==> src/rtl/wctr_pkg.sv <==
`timescale 1ns/1ps
package wctr_pkg;
    localparam int unsigned BUS_W_DEF = 16;
    localparam int unsigned ADDR_W    = 2;

    typedef enum logic [ADDR_W-1:0] {
        ADR_LO   = 2'd0,
        ADR_HI   = 2'd1,
        ADR_FLAG = 2'd2,
        ADR_RSV  = 2'd3
    } wctr_addr_e;
endpackage

==> src/rtl/wctr_counter.sv <==
`timescale 1ns/1ps
module wctr_counter #(
    parameter int unsigned BUS_W  = wctr_pkg::BUS_W_DEF,
    parameter bit          OVF_EN = 1'b1
) (
    input  logic               clk,
    input  logic               rst_n,
    input  logic               cnt_en,
    input  logic               load,
    input  logic [2*BUS_W-1:0] load_val,
    input  logic               flag_clr,
    output logic [2*BUS_W-1:0] cnt_q,
    output logic               ovf_q
);
    localparam int unsigned CNT_W = 2 * BUS_W;

    typedef struct packed {
        logic [CNT_W-1:0] cnt;
        logic             ovf;
    } ctr_state_t;

    ctr_state_t st_d, st_q;
    logic       low_full;
    logic       wrap_evt;

    assign low_full = &st_q.cnt[BUS_W-1:0];
    assign wrap_evt = cnt_en && !load && low_full;

    always_comb begin
        st_d = st_q;
        if (load) begin
            st_d.cnt = load_val;
        end else if (cnt_en) begin
            st_d.cnt = st_q.cnt + {{(CNT_W-1){1'b0}}, 1'b1};
        end
        if (wrap_evt) begin
            st_d.ovf = 1'b1;
        end else if (flag_clr) begin
            st_d.ovf = 1'b0;
        end
    end

    always_ff @(posedge clk) begin
        if (!rst_n) begin
            st_q <= '0;
        end else begin
            st_q <= st_d;
        end
    end

    assign cnt_q = st_q.cnt;

    generate
        if (OVF_EN) begin : g_flag
            assign ovf_q = st_q.ovf;
        end else begin : g_noflag
            assign ovf_q = 1'b0;
        end
    endgenerate
endmodule

==> src/rtl/wctr_regif.sv <==
`timescale 1ns/1ps
module wctr_regif
    import wctr_pkg::*;
#(
    parameter int unsigned BUS_W = wctr_pkg::BUS_W_DEF
) (
    input  logic               clk,
    input  logic               rst_n,
    input  logic [ADDR_W-1:0]  addr,
    input  logic               wr_en,
    input  logic               rd_en,
    input  logic [BUS_W-1:0]   wdata,
    input  logic [2*BUS_W-1:0] cnt,
    input  logic               ovf,
    output logic               load,
    output logic [2*BUS_W-1:0] load_val,
    output logic               flag_clr,
    output logic [BUS_W-1:0]   hold_q,
    output logic [BUS_W-1:0]   stage_q,
    output logic [BUS_W-1:0]   rdata
);
    typedef struct packed {
        logic [BUS_W-1:0] hold;
        logic [BUS_W-1:0] stage;
        logic [BUS_W-1:0] rd;
    } rif_state_t;

    rif_state_t st_d, st_q;
    wctr_addr_e sel;

    assign sel = wctr_addr_e'(addr);

    always_comb begin
        st_d     = st_q;
        load     = 1'b0;
        flag_clr = 1'b0;
        load_val = {st_q.stage, wdata};
        if (wr_en) begin
            unique case (sel)
                ADR_LO:  load = 1'b1;
                ADR_HI:  st_d.stage = wdata;
                default: ;
            endcase
        end
        if (rd_en) begin
            unique case (sel)
                ADR_LO: begin
                    st_d.rd   = cnt[BUS_W-1:0];
                    st_d.hold = cnt[2*BUS_W-1:BUS_W];
                end
                ADR_HI:   st_d.rd = st_q.hold;
                ADR_FLAG: begin
                    st_d.rd  = {{(BUS_W-1){1'b0}}, ovf};
                    flag_clr = 1'b1;
                end
                default:  st_d.rd = '0;
            endcase
        end
    end

    always_ff @(posedge clk) begin
        if (!rst_n) begin
            st_q <= '0;
        end else begin
            st_q <= st_d;
        end
    end

    assign hold_q  = st_q.hold;
    assign stage_q = st_q.stage;
    assign rdata   = st_q.rd;
endmodule

==> src/rtl/wide_ctr_bus.sv <==
`timescale 1ns/1ps
module wide_ctr_bus
    import wctr_pkg::*;
#(
    parameter int unsigned BUS_W  = wctr_pkg::BUS_W_DEF,
    parameter bit          OVF_EN = 1'b1
) (
    input  logic                 clk,
    input  logic                 rst_n,
    input  logic                 cnt_en,
    input  logic [ADDR_W-1:0]    addr,
    input  logic                 wr_en,
    input  logic                 rd_en,
    input  logic [BUS_W-1:0]     wdata,
    output logic [BUS_W-1:0]     rdata
);
    localparam int unsigned CNT_W = 2 * BUS_W;

    logic             load;
    logic [CNT_W-1:0] load_val;
    logic             flag_clr;
    logic [CNT_W-1:0] cnt_q;
    logic             ovf_q;
    logic [BUS_W-1:0] hold_q;
    logic [BUS_W-1:0] stage_q;

    wctr_counter #(.BUS_W(BUS_W), .OVF_EN(OVF_EN)) u_counter (
        .clk      (clk),
        .rst_n    (rst_n),
        .cnt_en   (cnt_en),
        .load     (load),
        .load_val (load_val),
        .flag_clr (flag_clr),
        .cnt_q    (cnt_q),
        .ovf_q    (ovf_q)
    );

    wctr_regif #(.BUS_W(BUS_W)) u_regif (
        .clk      (clk),
        .rst_n    (rst_n),
        .addr     (addr),
        .wr_en    (wr_en),
        .rd_en    (rd_en),
        .wdata    (wdata),
        .cnt      (cnt_q),
        .ovf      (ovf_q),
        .load     (load),
        .load_val (load_val),
        .flag_clr (flag_clr),
        .hold_q   (hold_q),
        .stage_q  (stage_q),
        .rdata    (rdata)
    );
endmodule

==> config.mk <==
export PLATFORM = sky130hd
export DESIGN_NAME = wide_ctr_bus
export DESIGN_NICKNAME = d
export VERILOG_FILES = /design/src/rtl/wctr_pkg.sv /design/src/rtl/wctr_counter.sv /design/src/rtl/wctr_regif.sv /design/src/rtl/wide_ctr_bus.sv
export SDC_FILE = /design/constraint.sdc
export NUM_CORES = 1
export LEC_CHECK = 0
export BUFFER_PORTS_ARGS = -buffer_cell sky130_fd_sc_hd__buf_2
export CAP_MARGIN = 5
export CORE_MARGIN = 3
export CORE_UTILIZATION = 60
export CTS_CLUSTER_DIAMETER = 150
export DETAILED_ROUTE_END_ITERATION = 10
export HOLD_SLACK_MARGIN = 0.03
export PLACE_DENSITY = 0.79
export SYNTH_ARGS = -nofsm -noshare
export SYNTH_HDL_FRONTEND = slang
export SYNTH_HIERARCHICAL = 1
export SYNTH_SLANG_ARGS = --single-unit
export TNS_END_PERCENT = 10
==> constraint.sdc <==
create_clock -name clk -period 5.2 [get_ports clk]
set_clock_uncertainty 0.15 [all_clocks]
set_input_delay 0 -clock clk [delete_from_list [all_inputs] [get_ports clk]]
set_output_delay 0 -clock clk [all_outputs]
set_load 0.02 [all_outputs]
Word level (Yosys, flattened, before mapping). Cells that the tools add are included.

Word-level logic and storage cells: 26. Output and inout bits: 16. Bits in registers: 81. Input bits: 23.

Muxes and demuxes: 9. Add/sub/neg operators: 1. Reduce and logical (&&, ||, !) cells: 9. Equal/unequal tests: 2.

Operators with widths (number): $mux 32 (2); $pmux 16 s3 (1); $add 32x1->32 const B (1); $reduce_and 16->1 (1); $mux 1 (6); $reduce_and 2->1 (2); $reduce_bool 2->1 (2); $eq 2x1->1 const B (1); $eq 2x2->1 const B (1); $logic_and 1x1->1 (2); $logic_not 2->1 (1); $logic_not 1->1 (1).

Longest topological paths before layout.
Word-level depth: 7. Gate-level depth with buffers: 9. Mapped depth without buffers: 5.

By module. The synthesis kept the hierarchy.

By module, submodules not included: wctr_regif (cells an instance 250, seq. area each 960.9 um^2, area each 2218.4 um^2, times used 1); wctr_counter (cells an instance 261, seq. area each 660.6 um^2, area each 2019.4 um^2, times used 1).

Least setup slack after synthesis. Ideal clock, no wire load.

Path kind: register -> register. Start: register u_counter.st_q, in the netlist u_counter/cnt_q[5]. End: register u_counter.st_q, in the netlist u_counter/cnt_q[21]. Period minus slack after synthesis: 2.175 ns. Stages on the path, launching flop included: 6. Required time: 4.959 ns. Library setup time: 0.091 ns. Path buffers: 1. Data arrival time: 1.934 ns. Path slack: 3.025 ns. Path through: dfxtp_1 -> nand4_2 -> or4_1 -> buf_2 -> or4_1 -> a311oi_1.

Longest elaborated chain between the ends: 3.

Ends and longest elaborated chain: from (decl) (line wctr_counter.sv:22) `ctr_state_t st_d, st_q;`; from (signal assigned) (line wctr_counter.sv:47) `st_q <= st_d;`; $add 32x1->32 (line wctr_counter.sv:34) `st_d.cnt = st_q.cnt + {{(CNT_W-1){1'b0}}, 1'b1};`; $mux 32 (line wctr_counter.sv:33) `end else if (cnt_en) begin`; $mux 32 (line wctr_counter.sv:31) `if (load) begin`.

Every way passes these cells. The select of a mux whose other input is x is not followed. A chain may end at the register's enable or synchronous reset.

Worst setup path after layout.
Start: register u_counter.st_q, in the netlist u_counter/cnt_q[10]. End: register u_counter.st_q, in the netlist u_counter/cnt_q[21].

Same word-level chain as after synthesis.

==> results.cfg <==
[worst_setup_path]
cp-start-kind = flip-flop
worst_path_largest_cell_delay_ns = 0.80
reg2reg_slack_ns = 2.54
cp.arrival_ns = 2.77
cp_common_cell = or4_1
crit_path_end_kind = flip-flop
critical_path_buf_inv_count = 0
path_cells = nand4_1 > or4_1 > or4_1 > a311oi_1
critPathKind = reg2reg
crit_fanout = 17
cp_slowest_cell = or4_1
path_delay_family = simple AND/OR/NAND/NOR gates
critPathRequiredTime_ns = 5.31

[global_routing]
antenna_found_initial = 0
grt_pass1_wl_um = 16600
grt_max_degree = 51
overflow = 0
track_usage_pct = 27.4
grt_pass1_vias = 3349

[power_and_ir_drop]
ir_worst_vdd_mv = 0.156
pwr-share-clk_pct = 40.6
swShare_pct = 24.6
p_leak_nw = 1.64
switching_power_w = 0.000321
power.density_nw_per_um2 = 286
p_int_w = 0.000982
p_seq_share_pct = 50.8
p_total_w = 0.00130
power_frac_comb_pct = 8.6

[timing]
slew_viol_final = 0
hold_violations = 0
setup_viol = 0
fin_crit_sh_pct = 51.1
fin_crit_ns = 2.66
tightest_slew_ns = 1.00
fmax_mhz = 376
worst_slack_ns = 2.54
slew_headroom_pct = 33.1
setup_tns_ns = 0
rsz0062_at_grt = false

[die]
coreArea_um2 = 6490
die_area_um2 = 7890
core.rowCount = 29
io_pins = 39
start_util_pct = 63.4
die_x_um = 88.8
die_y_um = 88.8

[routing]
drtIter0Drc = 449
wire_per_inst_um = 17.3
drtAntennaViolNets = 0
drc = 0
num_vias = 3765
routed_wirelength_um = 10400
vias_per_cell = 6.30
firstDrtPassIters = 5

[outcome]
status = completed

[flow_run]
timing.max_cap.violations = 0

[finish]
fin_nets = 540
regArea_um2 = 1620
layout-drive-gt1-share_pct = 16.1
finalNonFillerCells = 598
antenna_cells = 0
syn2layout_area_growth_pct = 10.6
nFillCells = 547
multiInputGateArea_um2 = 2150

[clock_tree]
cts.sinks = 81
clk_pin_slew_ns = 0.08
clk_path_buf_depth = 2
worstSkewPairLatency_ns = 0.35
tritoncts = yes
cts_root_buf = clkbuf_8
post-cts-setup-buffers = 0
cts_made_buffers = 9
cts_hold_buf = 20
htree_num_levels = 3
post_cts_resized = 0

[worst_hold_path]
hold_class = in2reg

[yosys]
syn_area_um2 = 4120
ys_warn_count = 6
avgSynthCellArea_um2 = 8.32
synth_nets = 519
synth_cells = 495

[placement]
dp_cells = 562
routabilityCongestion = 0.952
dp_hpwl_um = 7030
portBuffers = 38
dp_slack_ns = 2.62
## registers in the layout, indices dropped and copies added, names as in the netlist
register and cells:
u_counter/cnt_q 32, u_regif/hold_q 16, u_regif/rdata 16, u_regif/stage_q 16, u_counter/ovf_q 1
## cell type report
cell class / instances / area share [%]
clock inverter: 4 / 1.62
inverter: 7 / 0.577
sequential: 81 / 35.6
clock buffer: 12 / 3.41
tap: 77 / 2.12
timing repair buffer: 63 / 9.40
multi-input combinational: 354 / 47.3
## power groups by stage
stage	Sequential [W]	Clock, W	Combinational [W]
floorplan	0.000670	0	0.0000817
global placement	0.000674	0	0.0000973
detailed placement	0.000675	0	0.0000989
CTS	0.000661	0.000534	0.000111
global route	0.000664	0.000561	0.000124
finish	0.000662	0.000529	0.000113
## worst paths after layout
check / start / endpoint / cells past startpoint
setup / recovery: u_counter/cnt_q[10]$_SDFFE_PN0P_ / u_counter/cnt_q[21]$_SDFFE_PN0P_ / 4
hold / removal: rst_n / u_regif/hold_q[4]$_SDFFE_PN0P_ / 3
setup reg to reg: u_counter/cnt_q[10]$_SDFFE_PN0P_ / u_counter/cnt_q[21]$_SDFFE_PN0P_ / 4
hold reg to reg: u_regif/rdata[1]$_SDFFE_PN0P_ / u_regif/rdata[1]$_SDFFE_PN0P_ / 2
## tightest hold or removal path, stage by stage
cell and delay, ns:
buf_2 0.34, nand3_2 0.17, o21ai_2 0.04
## per-stage QoR
| stage | hold slack (ns) | instance area (µm²) | util (%) |
|---|---|---|---|
| finish | 0.0928 | 4550 | 70.1 |
| global route | 0.124 | 4550 | 70.1 |
| CTS | 0.0781 | 4550 | 70.1 |
| detailed placement | 0.113 | 4120 | 63.5 |
| global placement | 0.104 | 4120 | 63.5 |
| floorplan | -0.0101 | 4120 | - |
## routing by layer
metal	GRT usage, %	share of wire (%)
met5	0	0
met4	13.3	3.0
met3	3.26	7.9
met2	41.6	45
met1	38.4	45
## layout by cell type, fill, tap and decap left out, types with 3 or more instances in the layout
cell / instances
dfxtp_1: 81
or4_1: 8
nor4_1: 7
nand2b_1: 3
clkbuf_8: 11
buf_2: 38
xor2_1: 3
and3_1: 3
xnor2_1: 7
a21oi_1: 10
mux2i_1: 19
nor2_1: 16
nand3_2: 4
nand3b_1: 6
a31oi_1: 10
dlygate4sd3_1: 20
nand2_1: 72
nand4_1: 14
o31ai_1: 9
a311oi_1: 3
nand3_1: 38
o21ai_0: 48
a211oi_1: 9
and4_1: 7
buf_4: 5
nor2b_1: 4
inv_1: 7
nor3_1: 13
o21ai_2: 16
Note: power is estimated with default switching activity, not from simulation.
